## src/rtl/fcsm_pkg.sv

```systemverilog
package fcsm_pkg;
  typedef enum logic [1:0] {OP_PROG, OP_SECT, OP_BLK, OP_CHIP} op_e;

  typedef enum logic [2:0] {
    ST_IDLE, ST_U1, ST_U2, ST_PGM, ST_E3, ST_E4, ST_E5
  } step_e;

  localparam logic [7:0] K_UNLK1 = 8'hAA;
  localparam logic [7:0] K_UNLK2 = 8'h55;
  localparam logic [7:0] K_PGM   = 8'hA0;
  localparam logic [7:0] K_ERS   = 8'h80;
  localparam logic [7:0] K_SECT  = 8'h30;
  localparam logic [7:0] K_BLK   = 8'h50;
  localparam logic [7:0] K_CHIP  = 8'h10;

  localparam logic [15:0] CMD_ADR_A = 16'h5555;
  localparam logic [15:0] CMD_ADR_B = 16'h2AAA;
endpackage

```

## src/rtl/fcsm_bus_sampler.sv

```systemverilog
module fcsm_bus_sampler #(
  parameter int ADDR_W = 21
) (
  input  logic              clk,
  input  logic              rst,
  input  logic              ce_n,
  input  logic              we_n,
  input  logic [ADDR_W-1:0] addr,
  input  logic [7:0]        din,
  output logic              fire_o,
  output logic [ADDR_W-1:0] addr_o,
  output logic [7:0]        data_o
);
  logic              strobe, strobe_q;
  logic [ADDR_W-1:0] addr_q;

  assign strobe = !ce_n && !we_n;

  always_ff @(posedge clk) begin
    if (rst) begin
      strobe_q <= 1'b0;
      addr_q   <= '0;
    end else begin
      strobe_q <= strobe;
      if (strobe && !strobe_q) addr_q <= addr;
    end
  end

  assign fire_o = strobe_q && !strobe;
  assign addr_o = addr_q;
  assign data_o = din;

  // address held through the rest of a strobe
  assert_addr_hold_R3: assert property (@(posedge clk) disable iff (rst)
    (strobe && strobe_q) |=> addr_q == $past(addr_q));
endmodule

```

## src/rtl/fcsm_seq_decoder.sv

```systemverilog
module fcsm_seq_decoder
  import fcsm_pkg::*;
#(
  parameter int ADDR_W = 21,
  parameter int CMD_AW = 16
) (
  input  logic              clk,
  input  logic              rst,
  input  logic              busy_i,
  input  logic              fire_i,
  input  logic [ADDR_W-1:0] waddr_i,
  input  logic [7:0]        wdata_i,
  output logic              launch_o,
  output op_e               op_o,
  output logic [ADDR_W-1:0] taddr_o,
  output logic [7:0]        tdata_o
);
  localparam logic [CMD_AW-1:0] ADR_A = CMD_AW'(CMD_ADR_A);
  localparam logic [CMD_AW-1:0] ADR_B = CMD_AW'(CMD_ADR_B);

  step_e step_q, step_d;
  logic  at_a, at_b;

  assign at_a = waddr_i[CMD_AW-1:0] == ADR_A;
  assign at_b = waddr_i[CMD_AW-1:0] == ADR_B;

  always_comb begin
    step_d   = step_q;
    launch_o = 1'b0;
    op_o     = OP_PROG;
    if (fire_i && !busy_i) begin
      step_d = ST_IDLE;
      unique case (step_q)
        ST_IDLE: if (at_a && wdata_i == K_UNLK1) step_d = ST_U1;
        ST_U1:   if (at_b && wdata_i == K_UNLK2) step_d = ST_U2;
        ST_U2: begin
          if (at_a && wdata_i == K_PGM)      step_d = ST_PGM;
          else if (at_a && wdata_i == K_ERS) step_d = ST_E3;
        end
        ST_PGM: launch_o = 1'b1;
        ST_E3:  if (at_a && wdata_i == K_UNLK1) step_d = ST_E4;
        ST_E4:  if (at_b && wdata_i == K_UNLK2) step_d = ST_E5;
        ST_E5: begin
          if (wdata_i == K_SECT) begin
            launch_o = 1'b1;
            op_o     = OP_SECT;
          end else if (wdata_i == K_BLK) begin
            launch_o = 1'b1;
            op_o     = OP_BLK;
          end else if (at_a && wdata_i == K_CHIP) begin
            launch_o = 1'b1;
            op_o     = OP_CHIP;
          end
        end
        default: step_d = ST_IDLE;
      endcase
    end
  end

  always_ff @(posedge clk) begin
    if (rst) step_q <= ST_IDLE;
    else     step_q <= step_d;
  end

  assign taddr_o = waddr_i;
  assign tdata_o = wdata_i;

  // launches only come from a completed final step
  assert_launch_final_R9: assert property (@(posedge clk) disable iff (rst)
    launch_o |-> (step_q == ST_PGM || step_q == ST_E5));
  // decoder holds idle while an operation runs
  assert_idle_busy_R10: assert property (@(posedge clk) disable iff (rst)
    busy_i |-> step_q == ST_IDLE);
endmodule

```

## src/rtl/fcsm_array.sv

```systemverilog
module fcsm_array #(
  parameter int IDX_W = 6
) (
  input  logic             clk,
  input  logic [IDX_W-1:0] a_idx,
  input  logic             a_we,
  input  logic [7:0]       a_wdata,
  output logic [7:0]       a_rdata,
  input  logic [IDX_W-1:0] b_idx,
  output logic [7:0]       b_rdata
);
  localparam int DEPTH = 1 << IDX_W;

  logic [7:0] mem [DEPTH];

  initial begin
    for (int i = 0; i < DEPTH; i++) mem[i] = 8'hFF;
  end

  always_ff @(posedge clk) begin
    a_rdata <= mem[a_idx];
    if (a_we) mem[a_idx] <= a_wdata;
  end

  always_ff @(posedge clk) begin
    b_rdata <= mem[b_idx];
  end
endmodule

```

## src/rtl/fcsm_op_engine.sv

```systemverilog
module fcsm_op_engine
  import fcsm_pkg::*;
#(
  parameter int OFS_W     = 3,
  parameter int SSEL_W    = 2,
  parameter int BSEL_W    = 1,
  parameter int PROG_LEN  = 2,
  parameter int ERASE_LEN = 64
) (
  input  logic                            clk,
  input  logic                            rst,
  input  logic                            launch_i,
  input  op_e                             op_i,
  input  logic [BSEL_W+SSEL_W+OFS_W-1:0]  tidx_i,
  input  logic [7:0]                      pdata_i,
  output logic                            busy_o,
  output logic                            poll_o,
  output logic [BSEL_W+SSEL_W+OFS_W-1:0]  a_idx_o,
  output logic                            a_we_o,
  output logic [7:0]                      a_wdata_o,
  input  logic [7:0]                      a_rdata_i
);
  localparam int IDX_W  = BSEL_W + SSEL_W + OFS_W;
  localparam int DEPTH  = 1 << IDX_W;
  localparam int MAXLEN = (PROG_LEN > ERASE_LEN) ? PROG_LEN : ERASE_LEN;
  localparam int CNT_W  = $clog2(MAXLEN + 1);

  logic             busy_q;
  logic [CNT_W-1:0] cnt_q, last_cnt;
  op_e              op_q;
  logic [IDX_W-1:0] tidx_q;
  logic [7:0]       pdata_q;

  logic [IDX_W-1:0]  sweep_idx;
  logic [BSEL_W-1:0] k_b, t_b;
  logic [SSEL_W-1:0] k_s, t_s;
  logic              hit, sweeping;

  assign last_cnt = (op_q == OP_PROG) ? CNT_W'(PROG_LEN - 1) : CNT_W'(ERASE_LEN - 1);

  always_ff @(posedge clk) begin
    if (rst) begin
      busy_q  <= 1'b0;
      cnt_q   <= '0;
      op_q    <= OP_PROG;
      tidx_q  <= '0;
      pdata_q <= '0;
    end else if (launch_i) begin
      busy_q  <= 1'b1;
      cnt_q   <= '0;
      op_q    <= op_i;
      tidx_q  <= tidx_i;
      pdata_q <= pdata_i;
    end else if (busy_q) begin
      if (cnt_q == last_cnt) busy_q <= 1'b0;
      cnt_q <= cnt_q + 1'b1;
    end
  end

  assign sweep_idx = cnt_q[IDX_W-1:0];
  assign sweeping  = busy_q && (cnt_q < CNT_W'(DEPTH));
  assign k_b = sweep_idx[IDX_W-1 -: BSEL_W];
  assign k_s = sweep_idx[OFS_W +: SSEL_W];
  assign t_b = tidx_q[IDX_W-1 -: BSEL_W];
  assign t_s = tidx_q[OFS_W +: SSEL_W];

  always_comb begin
    unique case (op_q)
      OP_CHIP: hit = 1'b1;
      OP_BLK:  hit = (k_b == t_b);
      OP_SECT: hit = (k_b == t_b) && (k_s == t_s);
      default: hit = 1'b0;
    endcase
  end

  always_comb begin
    if (op_q == OP_PROG) begin
      a_idx_o   = tidx_q;
      a_we_o    = busy_q && (cnt_q == CNT_W'(1));
      a_wdata_o = a_rdata_i & pdata_q;
    end else begin
      a_idx_o   = sweep_idx;
      a_we_o    = sweeping && hit;
      a_wdata_o = 8'hFF;
    end
  end

  assign busy_o = busy_q;
  assign poll_o = (op_q == OP_PROG) ? ~pdata_q[7] : 1'b0;

  // no launch accepted while an operation is running
  assert_no_relaunch_R10: assert property (@(posedge clk) disable iff (rst)
    !(busy_q && launch_i));
  // busy ends only after the full length for its operation
  assert_busy_len_R10: assert property (@(posedge clk) disable iff (rst)
    ($fell(busy_q) && !$past(launch_i)) |-> $past(cnt_q) == $past(last_cnt));
  // a program write never sets a bit that memory held at zero
  assert_clear_only_R5: assert property (@(posedge clk) disable iff (rst)
    (a_we_o && op_q == OP_PROG) |-> (a_wdata_o & ~a_rdata_i) == 8'h00);
endmodule

```

## src/rtl/flash_cmd_fsm.sv

```systemverilog
module flash_cmd_fsm
  import fcsm_pkg::*;
#(
  parameter int ADDR_W    = 21,
  parameter int CMD_AW    = 16,
  parameter int SEC_SH    = 12,
  parameter int BLK_SH    = 16,
  parameter int OFS_W     = 3,
  parameter int SSEL_W    = 2,
  parameter int BSEL_W    = 1,
  parameter int PROG_CYC  = 4000,
  parameter int ERASE_CYC = 5000000
) (
  input  logic              clk,
  input  logic              rst,
  input  logic              ce_n,
  input  logic              we_n,
  input  logic              oe_n,
  input  logic [ADDR_W-1:0] addr,
  input  logic [7:0]        din,
  output logic [7:0]        dq_out,
  output logic              dq_oe
);
  localparam int IDX_W     = BSEL_W + SSEL_W + OFS_W;
  localparam int DEPTH     = 1 << IDX_W;
  localparam int PROG_LEN  = (PROG_CYC < 2) ? 2 : PROG_CYC;
  localparam int ERASE_LEN = (ERASE_CYC < DEPTH) ? DEPTH : ERASE_CYC;

  function automatic logic [IDX_W-1:0] to_idx(input logic [ADDR_W-1:0] a);
    return {a[BLK_SH +: BSEL_W], a[SEC_SH +: SSEL_W], a[OFS_W-1:0]};
  endfunction

  logic              fire;
  logic [ADDR_W-1:0] waddr, taddr;
  logic [7:0]        wdata, tdata;
  logic              launch, busy, poll;
  op_e               op;
  logic [IDX_W-1:0]  a_idx;
  logic              a_we;
  logic [7:0]        a_wdata, a_rdata, b_rdata;
  logic              unused_taddr_bits;

  assign unused_taddr_bits = ^taddr;

  fcsm_bus_sampler #(.ADDR_W(ADDR_W)) u_sampler (
    .clk(clk), .rst(rst), .ce_n(ce_n), .we_n(we_n), .addr(addr), .din(din),
    .fire_o(fire), .addr_o(waddr), .data_o(wdata)
  );

  fcsm_seq_decoder #(.ADDR_W(ADDR_W), .CMD_AW(CMD_AW)) u_decoder (
    .clk(clk), .rst(rst), .busy_i(busy), .fire_i(fire), .waddr_i(waddr),
    .wdata_i(wdata), .launch_o(launch), .op_o(op), .taddr_o(taddr), .tdata_o(tdata)
  );

  fcsm_op_engine #(
    .OFS_W(OFS_W), .SSEL_W(SSEL_W), .BSEL_W(BSEL_W),
    .PROG_LEN(PROG_LEN), .ERASE_LEN(ERASE_LEN)
  ) u_engine (
    .clk(clk), .rst(rst), .launch_i(launch), .op_i(op), .tidx_i(to_idx(taddr)),
    .pdata_i(tdata), .busy_o(busy), .poll_o(poll), .a_idx_o(a_idx),
    .a_we_o(a_we), .a_wdata_o(a_wdata), .a_rdata_i(a_rdata)
  );

  fcsm_array #(.IDX_W(IDX_W)) u_array (
    .clk(clk), .a_idx(a_idx), .a_we(a_we), .a_wdata(a_wdata), .a_rdata(a_rdata),
    .b_idx(to_idx(addr)), .b_rdata(b_rdata)
  );

  // read path
  logic       rd_act, rd_prev_q, rd_start, tgl_q, tgl_next;
  logic       oe_q, show_stat_q;
  logic [7:0] stat_q;

  assign rd_act   = !ce_n && !oe_n;
  assign rd_start = rd_act && !rd_prev_q;
  assign tgl_next = tgl_q ^ (busy && rd_start);

  always_ff @(posedge clk) begin
    if (rst) begin
      rd_prev_q   <= 1'b0;
      tgl_q       <= 1'b0;
      oe_q        <= 1'b0;
      show_stat_q <= 1'b0;
      stat_q      <= '0;
    end else begin
      rd_prev_q   <= rd_act;
      tgl_q       <= tgl_next;
      oe_q        <= rd_act;
      show_stat_q <= busy;
      stat_q      <= {poll, tgl_next, 6'b0};
    end
  end

  assign dq_oe  = oe_q;
  assign dq_out = show_stat_q ? stat_q : b_rdata;

  // output enable follows a sampled read one cycle later
  assert_oe_on_R2: assert property (@(posedge clk) disable iff (rst)
    (!ce_n && !oe_n) |=> dq_oe);
  assert_oe_off_R2: assert property (@(posedge clk) disable iff (rst)
    (ce_n || oe_n) |=> !dq_oe);
  // status byte carries zeros in its low six bits
  assert_stat_low_R11: assert property (@(posedge clk) disable iff (rst)
    (dq_oe && show_stat_q) |-> dq_out[5:0] == 6'b0);
  // toggle bit inverts on each new read access while busy
  assert_toggle_R11: assert property (@(posedge clk) disable iff (rst)
    (busy && rd_start) |=> tgl_q != $past(tgl_q));
endmodule

```

## config.mk

```make
export PLATFORM = sky130hd
export DESIGN_NAME = flash_cmd_fsm
export DESIGN_NICKNAME = d
export VERILOG_FILES = /design/src/rtl/fcsm_pkg.sv /design/src/rtl/fcsm_bus_sampler.sv /design/src/rtl/fcsm_seq_decoder.sv /design/src/rtl/fcsm_array.sv /design/src/rtl/fcsm_op_engine.sv /design/src/rtl/flash_cmd_fsm.sv
export SDC_FILE = /design/constraint.sdc
export NUM_CORES = 1
export LEC_CHECK = 0
export ABC_AREA = 0
export BUFFER_PORTS_ARGS = -buffer_cell sky130_fd_sc_hd__buf_2
export CAP_MARGIN = 40
export CORE_ASPECT_RATIO = 1.5
export CORE_MARGIN = 1
export CORE_UTILIZATION = 30
export CTS_BUF_LIST = sky130_fd_sc_hd__clkbuf_4
export DETAILED_ROUTE_END_ITERATION = 16
export GPL_TIMING_DRIVEN = 0
export MAX_ROUTING_LAYER = met4
export PLACE_DENSITY_LB_ADDON = 0.08
export SETUP_SLACK_MARGIN = 0.1
export SYNTH_ARGS = -nofsm -noshare
export SYNTH_HDL_FRONTEND = slang
export SYNTH_HIERARCHICAL = 1
export SYNTH_SLANG_ARGS = --single-unit
```

## constraint.sdc

```tcl
create_clock -name clk -period 5.8 [get_ports clk]
set_input_delay 0.58 -clock clk [delete_from_list [all_inputs] [get_ports clk]]
set_output_delay 0.58 -clock clk [all_outputs]
set_load 0.005 [all_outputs]
```

==> results of run 1 <==
power by group through the flow:
stage                     combinational [mW]  sequential (mW)  clock [mW]
after floorplan                        0.160             4.67           0
after global placement                 0.304             4.67           0
after detailed placement               0.315             4.67           0
after CTS                              0.334             4.58        3.94
after global routing                   0.346             4.58        4.13
final                                  0.339             4.58        3.83
what timing repair did:
| item | CTS | global route |
|---|---|---|
| setup buffers | 0 | 0 |
| endpoints found under the hold margin | 35 | 0 |
| hold buffers | 38 | 0 |
cell usage in the layout (no fill, tap or decap), types with 38 or more instances in the layout:
cell type / instances
buf_4: 85
edfxtp_1: 512
clkbuf_1: 54
nand2_1: 62
clkinv_1: 39
dlygate4sd3_1: 38
buf_2: 77
mux2i_1: 84
nor2_1: 144
clkbuf_4: 223
mux4_2: 189
buf_6: 44
dfxtp_1: 81
a21oi_1: 73
a221oi_1: 42
worst max-delay path, delay by kind of cell (launching register included):
kind,cells,cell delay [ps]
buffers and inverters,7,3260
and+or+nand+nor,3,1170
muxes,1,340
DFF,1,370
flip-flops by register name (all words and copies together) (netlist names):
register	count
u_array/a_rdata	8
u_engine/op_q	2
u_engine/pdata_q	8
u_decoder/step_q	3
dq_oe	1
u_array/b_rdata	8
u_engine/cnt_q	23
u_engine/busy_o	1
u_sampler/strobe_q	1
show_stat_q	1
u_array/mem	512
u_sampler/addr_o	17
u_engine/tidx_q	6
stat_q	2
metrics by stage:
stage                     utilization, %  total power [mW]  cells  hold WS [ps]
after floorplan                        -             4.829   1829         448.7
after global placement             32.10             4.976   3110         471.2
after detailed placement           33.38             4.987   3214         478.1
after CTS                          35.97             8.856   3538         92.01
after global routing               35.99             9.055   3546         149.5
final                              36.00             8.751   3550         271.4
routing by layer:
metal | vias to the layer above | track usage [%]
met4 | 0 | 21.69
met5 | - | -
met3 | 443 | 6.493
li1 | 8249 | -
met1 | 10780 | 31.20
met2 | 1209 | 49.37
cell type report:
type,instances,share of cell area [%]
Multi-Input combinational cell,1062,30.35
Clock buffer,223,5.015
Buffer,166,2.792
Inverter,8,0.08995
Tap cell,1251,4.689
Antenna cell,12,0.08995
Timing Repair Buffer,172,5.030
Sequential cell,593,50.91
Clock inverter,63,1.034
final timing paths:
check / startpoint / to / slack (ps)
max: u_engine/op_q[0] / u_array/mem[61][5] / 290
min reg2reg: u_sampler/addr_o[7] / u_sampler/addr_o[7] / 480
max reg2reg: u_engine/op_q[0] / u_array/mem[61][5] / 290
min: addr[16] / u_array/b_rdata[2] / 270
==> impl_metrics.tcl, run 1 <==
set metrics [dict create \
    status "complete, no violations" \
    clock_sinks 593 \
    grt_max_degree 65 \
    syn_to_final_growth_pct 19.00 \
    multi_input_area_sq_um 10130 \
    worstPathCellList "nor2_1, clkbuf_1, mux2_2, buf_2, buf_2, buf_2, buf_2, nand3_1, buf_8, nor2_1, buf_4" \
    dieHeight_um 376.5 \
    synth.avg_cell_area_sq_um 15.34 \
    clock_skew_ps 51.76 \
    tightest_slew_ps 1107 \
    finalMaxSlewViolations 0 \
    grt_pass1_vias 20850 \
    wire_per_inst_um 38.39 \
    crit_top_cell "buf_2" \
    power.share.clock_pct 43.8 \
    cts-resized-gates 0 \
    cts_tree "done" \
    root_buffer "clkbuf_4" \
    drt-met1-wl_mm 47.12 \
    clkLatencyLatePin_ps 1130 \
    met2WireLength_mm 68.04 \
    drc_errors 0 \
    first_pass_iters 5 \
    worst_slack_ps 286.5 \
    hold_viol_final 0 \
    start_util_pct 30.25 \
    internal_power_mw 6.610 \
    cts.clk_slew.worst_paths_ps 70 \
    port_buffers 30 \
    rows 137 \
    max-vdd-ir-drop_uv 130.0 \
    cp_data_arrival_time_ps 6320 \
    ios 43 \
    drive_gt1_share_pct 32.14 \
    required_ps 6610 \
    rsz0062_at_grt "false" \
    grt.overflow.total 0 \
    fin_crit_ps 5513 \
    finalSetupTns_ps 0 \
    hp-class "input pin to flip-flop" \
    layout.nets 2197 \
    grt_pass1_wl_mm 181.1 \
    cp-start-kind "flip-flop" \
    post-place-ws_ps 460.7 \
    pwr-share-comb_pct 3.9 \
    drt_iter0_drc 2143 \
    ff2ff_path_depth 11 \
    synthCells 1829 \
    die_w_um 251.7 \
    clock_path_buffers 3 \
    h-tree-depth 4 \
    slew_headroom_pct 26.20 \
    p_per_area_nw_per_um2 262.1 \
    cpPeakStageDelay_ps 670 \
    cts_buffers 158 \
    coreArea_sq_um 92740 \
    seq_area_sq_um 17000 \
    wl_met3_mm 9.740 \
    gp_congestion 1.008 \
    synthesis.area_sq_um 28050 \
    via_count 20680 \
    fmax_mhz 181.4 \
    ys_warn_count 6 \
    setup_viol 0 \
    via_per_inst 5.826 \
    slowest_stage "buf_2" \
    placed_area_sq_um 30950 \
    die_area_sq_um 94760 \
    track_usage_pct 29.78 \
    place_hpwl_mm 100.1 \
    period_share_pct 95.06 \
    grt_antenna_before_repair 14 \
    crit_type "flip-flop to flip-flop" \
    end_kind "flip-flop" \
    switching_power_mw 2.141 \
    syn_nets 1865 \
    stdcell_area_sq_um 33380 \
    switching_share_pct 24.46 \
    p_leak_nw 9.439 \
    pwr-share-seq_pct 52.3 \
    final_antenna_net_count 0 \
    drv_cap 0 \
    holdPathStages 4 \
    highest_layer "met4" \
    path_max_fanout 10 \
    fillers 8925 \
    routed_wl_mm 136.3 \
]
(Power assumes the default switching activity.)
==> run 2, diff against run 1 <==
==> constraint.sdc (replaced) <==
create_clock -name clk -period 5.8 [get_ports clk]
set_input_delay 1.16 -clock clk [delete_from_list [all_inputs] [get_ports clk]]
set_output_delay 1.16 -clock clk [all_outputs]
set_load 0.005 [all_outputs]
==> run 2 against run 1 <==
Net effect:
- core utilization is 0.41 points lower
- critical path depth stayed put
- flip-flop and latch count stayed put
- final cell count is 1.1% lower
- sequential power hardly changed
- die area stayed put
- combinational power is 5.9% lower
- first-iteration DRC count is 3.1% higher
- global-route usage is 0.057 points lower
- critical endpoint unchanged
==> impl_metrics.tcl, run 2 (synthesized netlist as in run 1, its figures left out) <==
set metrics [dict create \
    status "complete, no violations" \
    rsz0062_at_grt "false" \
    cts_buffers 158 \
    crit_type "flip-flop to flip-flop" \
    clock_path_buffers 3 \
    finalMaxSlewViolations 0 \
    largest_register_ffs 512 \
    final_cell_mix "edfxtp_1, clkbuf_4, mux4_2, nor2_1, buf_4" \
    grt_max_degree 65 \
    period_share_pct 95.44 \
    cts_setup_buffers 0 \
    slew_headroom_pct 23.18 \
    start_util_pct 30.25 \
    via_count 20620 \
    final_core_util_pct 35.59 \
    max-vdd-ir-drop_uv 129.7 \
    ctsHoldBuffers 0 \
    cts-resized-gates 0 \
    syn_to_final_growth_pct 17.64 \
    worst_slack_ps 264.6 \
    ios 43 \
    grt.overflow.total 0 \
    via_per_inst 5.872 \
    drt_iter0_drc 2210 \
    fin_crit_ps 5535 \
    cpPeakStageDelay_ps 670 \
    rows 137 \
    clkLatencyLatePin_ps 1120 \
    hp-class "input pin to flip-flop" \
    crit_top_cell "buf_2" \
    port_buffers 30 \
    dieHeight_um 376.5 \
    worstSetupStartpoint "u_engine/op_q[0]" \
    hold_viol_final 0 \
    cts_tree "done" \
    required_ps 6610 \
    cp-start-kind "flip-flop" \
    post-place-ws_ps 460.7 \
    h-tree-depth 4 \
    worstPathCellList "nor2_1, clkbuf_1, mux2_2, buf_2, buf_2, buf_2, buf_2, nand3_1, buf_8, nor2_1, buf_4" \
    layout.nets 2159 \
    min_from "oe_n" \
    stdcell_count 3511 \
    gp_congestion 1.008 \
    cp_data_arrival_time_ps 6350 \
    end_kind "flip-flop" \
    dp.cells 3214 \
    drc_errors 0 \
    drive_gt1_share_pct 32.68 \
    grt_pass1_vias 20650 \
    final_antenna_net_count 0 \
    clock_sinks 593 \
    die_w_um 251.7 \
    track_usage_pct 29.72 \
    coreArea_sq_um 92740 \
    setup_viol 0 \
    slowest_stage "buf_2" \
    fmax_mhz 180.7 \
    die_area_sq_um 94760 \
    clock_skew_ps 47.75 \
    top_register "u_array/mem" \
    path_delay_family "buffers and inverters" \
    p_leak_nw 9.286 \
    root_buffer "clkbuf_4" \
    path_max_fanout 10 \
    p_per_area_nw_per_um2 264.6 \
    cts.clk_slew.worst_paths_ps 70 \
    final_common_cell "edfxtp_1" \
    path_buf_inv 7 \
    grt_antenna_before_repair 14 \
    place_hpwl_mm 100.1 \
    tightest_slew_ps 1152 \
    drv_cap 0 \
    first_pass_iters 7 \
    wire_per_inst_um 38.67 \
    r2r-start "u_engine/op_q[0]" \
    routed_wl_mm 135.8 \
    grt_pass1_wl_mm 180.6 \
]
-- run 2: cell types whose count changed in the layout (fill, tap and decap cells not counted) --
cell | before | now
diode_2 | 12 | 11
dlygate4sd3_1 | 38 | 0
-- run 2: per-layer routing --
metal,share of wire (%),track usage [%],vias up,wire length (um)
met4,8.1,21.69,0,11010
met2,50,49.21,1204,68180
met5,0,-,-,0
met3,7.0,6.520,418,9469
li1,-,-,8166,-
met1,35,31.15,10830,47110
-- run 2: power breakdown --
part           internal, mW  total [mW]  switching (mW)  leakage (nW)
Clock                  1.92        3.83            1.92          1.20
Combinational         0.106       0.319           0.214          3.90
Sequential             4.57        4.58         0.00738          4.18
Total                  6.59        8.73            2.14          9.29
-- run 2: final cells by class --
cell class                 count  area, sq um
fill                        8958        59730
clock inverter                63        345.3
buffer                       166        932.1
inverter                       8        30.03
multi-input combinational   1062        10130
clock buffer                 223         1674
antenna                       11        27.53
timing repair buffer         134         1299
tap                         1251         1565
sequential                   593        17000
-- run 2: per-stage QoR --
| stage | hold WS (ps) | setup TNS (ps) | cell area [sq um] | power [mW] |
|---|---|---|---|---|
| floorplan | 448.7 | 0 | 28050 | 4.829 |
| global placement | 471.2 | -15820 | 29770 | 4.976 |
| detailed placement | 478.1 | 0 | 30950 | 4.987 |
| CTS | 104.5 | 0 | 32970 | 8.837 |
| global route | 159.8 | 0 | 32990 | 9.035 |
| finish | 239.8 | 0 | 33000 | 8.732 |
-- run 2: path summary, 6_finish.rpt --
| kind | to | cells past startpoint | slack [ps] |
|---|---|---|---|
| hold / removal | dq_oe | 2 | 240 |
| setup reg to reg | u_array/mem[61][5] | 11 | 260 |
| hold reg to reg | u_sampler/addr_o[7] | 2 | 480 |
| setup / recovery | u_array/mem[61][5] | 11 | 260 |
